`src/rtl/brk_pkg.sv`:
```
package brk_pkg;
  typedef enum logic {
    MODE_PRE  = 1'b0,
    MODE_POST = 1'b1
  } brk_mode_e;
endpackage

```
`src/rtl/brk_branch_rec.sv`:
```
module brk_branch_rec #(
  parameter int AW = 32
) (
  input  logic          clk,
  input  logic          rst,
  input  logic          upd,
  input  logic [AW-1:0] br_addr,
  input  logic [AW-1:0] br_tgt,
  output logic [AW-1:0] rec_addr,
  output logic [AW-1:0] rec_tgt
);
  always_ff @(posedge clk) begin
    if (rst) begin
      rec_addr <= '0;
      rec_tgt  <= '0;
    end else if (upd) begin
      rec_addr <= br_addr;
      rec_tgt  <= br_tgt;
    end
  end
endmodule

```
`src/rtl/brk_addr_pick.sv`:
```
module brk_addr_pick
  import brk_pkg::*;
#(
  parameter int AW = 32
) (
  input  brk_mode_e     mode,
  input  logic          is_dbr,
  input  logic          is_slot,
  input  logic [AW-1:0] ins_addr,
  input  logic [AW-1:0] ins_next,
  input  logic [AW-1:0] ins_tgt,
  input  logic [AW-1:0] rec_addr,
  input  logic [AW-1:0] rec_tgt,
  output logic [AW-1:0] pick_addr,
  output logic          pick_exec
);
  always_comb begin
    if (mode == MODE_PRE) begin
      pick_exec = 1'b0;
      pick_addr = is_slot ? rec_addr : ins_addr;
    end else begin
      pick_exec = 1'b1;
      if (is_slot)     pick_addr = rec_tgt;
      else if (is_dbr) pick_addr = ins_tgt;
      else             pick_addr = ins_next;
    end
  end
endmodule

```
`src/rtl/brk_ret_sel.sv`:
```
module brk_ret_sel
  import brk_pkg::*;
#(
  parameter int AW = 32
) (
  input  logic          clk,
  input  logic          rst,
  input  logic          insn_valid,
  input  logic [AW-1:0] insn_addr,
  input  logic [AW-1:0] insn_next,
  input  logic [AW-1:0] insn_target,
  input  logic          insn_dbr,
  input  logic          insn_slot,
  input  logic          brk_hit,
  input  logic          brk_mode,
  input  logic          cond_ibus,
  input  logic          cond_data,
  output logic          take,
  output logic [AW-1:0] save_addr,
  output logic          exec_ok,
  output logic          precise
);
  logic [AW-1:0] rec_addr, rec_tgt, pick_addr;
  logic          pick_exec;
  logic          hit_q;

  assign hit_q = insn_valid & brk_hit;

  brk_branch_rec #(.AW(AW)) u_rec (
    .clk      (clk),
    .rst      (rst),
    .upd      (insn_valid & insn_dbr),
    .br_addr  (insn_addr),
    .br_tgt   (insn_target),
    .rec_addr (rec_addr),
    .rec_tgt  (rec_tgt)
  );

  brk_addr_pick #(.AW(AW)) u_pick (
    .mode      (brk_mode_e'(brk_mode)),
    .is_dbr    (insn_dbr),
    .is_slot   (insn_slot),
    .ins_addr  (insn_addr),
    .ins_next  (insn_next),
    .ins_tgt   (insn_target),
    .rec_addr  (rec_addr),
    .rec_tgt   (rec_tgt),
    .pick_addr (pick_addr),
    .pick_exec (pick_exec)
  );

  always_ff @(posedge clk) begin
    if (rst || !hit_q) begin
      take      <= 1'b0;
      save_addr <= '0;
      exec_ok   <= 1'b0;
      precise   <= 1'b0;
    end else begin
      take      <= 1'b1;
      save_addr <= pick_addr;
      exec_ok   <= pick_exec;
      precise   <= cond_ibus & ~cond_data;
    end
  end
endmodule

```
`config.mk`:
```
export PLATFORM = sky130hd
export DESIGN_NAME = brk_ret_sel
export DESIGN_NICKNAME = d
export VERILOG_FILES = /design/src/rtl/brk_pkg.sv /design/src/rtl/brk_branch_rec.sv /design/src/rtl/brk_addr_pick.sv /design/src/rtl/brk_ret_sel.sv
export SDC_FILE = /design/constraint.sdc
export NUM_CORES = 1
export LEC_CHECK = 0
export BUFFER_PORTS_ARGS = -buffer_cell sky130_fd_sc_hd__buf_2
export CORE_UTILIZATION = 45
export CTS_CLUSTER_DIAMETER = 100
export CTS_CLUSTER_SIZE = 28
export DETAILED_ROUTE_END_ITERATION = 8
export PLACE_DENSITY = 0.72
export SLEW_MARGIN = 20
export SYNTH_ARGS = -nofsm -noshare
export SYNTH_HDL_FRONTEND = slang
export SYNTH_SLANG_ARGS = --single-unit
```
`constraint.sdc`:
```
create_clock -name clk -period 3.1 [get_ports clk]
set_input_delay 0.155 -clock clk [delete_from_list [all_inputs] [get_ports clk]]
set_output_delay 0.155 -clock clk [all_outputs]
set_load 0.05 [all_outputs]
```
==> out/results.ini <==
[global_routing]
antenna_found_initial = 0
globalRouteTotalUtil_pct = 21.8
via_count_of_the_first_global_routing_pass = 3552
global_route_wire_length_before_repair_um = 16900
gr-total-overflow = 0
grt_start_max_net_pins = 65

[setup_path]
cp_top_family = buffers and inverters
maximum_fanout_count_along_the_critical_path = 64
worstPathArrival_ps = 1610
timing.setup.critical_path_class = in2reg
crit_path_capture_type = flip-flop
worstPathCellList = buf_2, buf_4, nand2_4, nand2_1, a21oi_1
critPathRequiredTime_ps = 3310
worst_path_largest_cell_delay_ps = 460
timing.critical_path.slowest_stage_cell = sky130_fd_sc_hd__nand2_4
worst_reg2reg_startpoint = u_rec.rec_addr[24]$_SDFFE_PP0P_
timing.critical_path.from = insn_dbr
cp.buffers_inverters = 2
worst_setup_path_start_kind = primary input

[sta]
max_freq_mhz = 711
finalClockSkew_ps = 7.01
final_period_minus_worst_setup_slack_ps = 1410
worst_slew_margin_rel_pct = 26.3
post-route-period-util_pct = 45.4
transition_time_of_the_tightest_slew_check_pin_ps = 1110
fin_tns_setup_ps = 0
setup_repair_after_global_routing_missed_its_margin = false
final-max-slew-violation-count = 0
postLayoutSetupSlackWorst_ps = 1690
setup-violations-final = 0
hold_violations = 0

[logic_synthesis]
post-synth-top-area-fraction_pct = 46.6
postSynthCellCount = 463
synth_nets = 568
ys_types = 17
synth-warning-count = 0
ys_ff_latch = 99
synth.avg_cell_area_sq_um = 9.18
synth_area_leader_cell = sky130_fd_sc_hd__dfxtp_1
synth.area.top_cells = sky130_fd_sc_hd__dfxtp_1, sky130_fd_sc_hd__mux2i_1, sky130_fd_sc_hd__nand2_1
mapped_area_sq_um = 4250
synth_sequential_area_ratio_pct = 46.6

[cts]
cts_root_buffer = sky130_fd_sc_hd__clkbuf_8
cts.path.max_buffers = 2
cts.sink_count = 99
numCtsBuffers = 9
cts_tree = built
holdBufCountCts = 0
cts.repair.resized = 0
register_clock_pin_slew_on_the_reported_worst_setup_and_hold_paths_ps = 90
cts_setup_buffers = 0
cts.htree.levels = 3
worst_skew_pair.late_latency_ps = 350

[power_and_ir_drop]
pwr_density_cell_nw_per_um2 = 514
cellLeakagePower_uw = 0.00232
vdd_drop_max_uv = 265

[job]
drv_cap = 0

[placement]
place_ws_ps = 1270
port-buffer-count = 139
routability_congestion = 0.818
placed_cells_incl_taps = 681
dp_hpwl_um = 7050

[finish]
final_common_cell = sky130_fd_sc_hd__buf_2
area_growth_pct = 20.9
ant_diodes = 0
fin_cells = 697
layout.nets = 686
layout_common_cells = sky130_fd_sc_hd__buf_2, sky130_fd_sc_hd__nand2_1, sky130_fd_sc_hd__dfxtp_1
drive_gt1_share_pct = 31.6

[route]
detail_route.drc_violations = 0
wirelength_um = 10700
drt-pass1-iter-count = 4
ant_nets = 0
initialDrtViolationCount = 154
routed_wire_length_per_instance_um = 15.3
via_density_per_instance = 5.25
routed-via-count = 3662

[floorplanning]
num_io_pins = 140
rows = 35
die_y_um = 99.2
die_width_um = 99.2
die_footprint_sq_um = 9840
initial_utilization_pct = 46.2
placeable_core_region_sq_um = 9200

[worst_hold_path]
worstHoldStart = insn_target[18]
path_class_of_the_lowest_slack_min_delay_path = in2reg

[run_status]
status = complete, no violations

==> report_power, final <==
group          switching, uW  total, uW  leakage, uW  internal (uW)
clock network            430        928     0.000113            498
registers               20.7       1340     0.000807           1320
logic                    213        372      0.00140            158
==> registers in the layout (all words and copies together) (netlist names) <==
signal / flops
take: 1
save_addr: 32
u_rec.rec_tgt: 32
u_rec.rec_addr: 32
precise: 1
exec_ok: 1
==> through the flow <==
stage               util [%]  hold WS (ps)  instance area [sq um]  total power (uW)
detailed placement      53.4           412                   4910              1740
floorplan                  -           291                   4250              1620
CTS                     55.9          31.3                   5140              2660
global route            55.9          20.3                   5140              2760
finish                  55.9          42.2                   5140              2640
global placement        53.4           407                   4910              1730
==> tightest hold or removal path: cells and delay by family <==
family          cells  cell delay, ps
compound gates      1              50
buf+inv             1             100
simple gates        1              50
==> metal layers <==
metal  track usage, %  wire (um)
met5                0          0
met4             8.26        233
met3             5.27        680
met2             35.2       4950
met1             28.2       4800
==> final timing paths <==
kind / cells past startpoint / slack [ps] / end
setup / recovery: 5 / 1690 / u_rec.rec_addr[3]$_SDFFE_PP0P_
hold / removal: 3 / 40 / u_rec.rec_tgt[18]$_SDFFE_PP0P_
setup reg to reg: 2 / 2300 / save_addr[24]$_SDFF_PP0_
hold reg to reg: 2 / 460 / u_rec.rec_addr[23]$_SDFFE_PP0P_
==> layout make-up <==
cell class                      count  area (sq um)
Sequential cell                    99          1980
Timing Repair Buffer              144           736
Multi-Input combinational cell    326          2050
Clock inverter                      4          72.6
Clock buffer                       12           155
Inverter                            1          3.75
Tap cell                          111           139
Fill cell                         805          4060
==> cell usage after synthesis (all sizes together) <==
master / n
inv: 1
dfxtp: 99
a21oi: 64
clkbuf: 7
and2: 1
buf: 30
o22ai: 32
nand2: 130
and3b: 2
mux2: 32
mux2i: 64
nand2b: 1
==> cell families after synthesis <==
logic type	after synthesis	synth area share [%]
multiplexers	96	23.6
AO/OA/AOI/OAI	96	12.2
buffers and inverters	38	5.15
AND/OR/NAND/NOR	134	12.4
flip-flops	99	46.6
No activity file was read; power rests on OpenSTA's default activity.
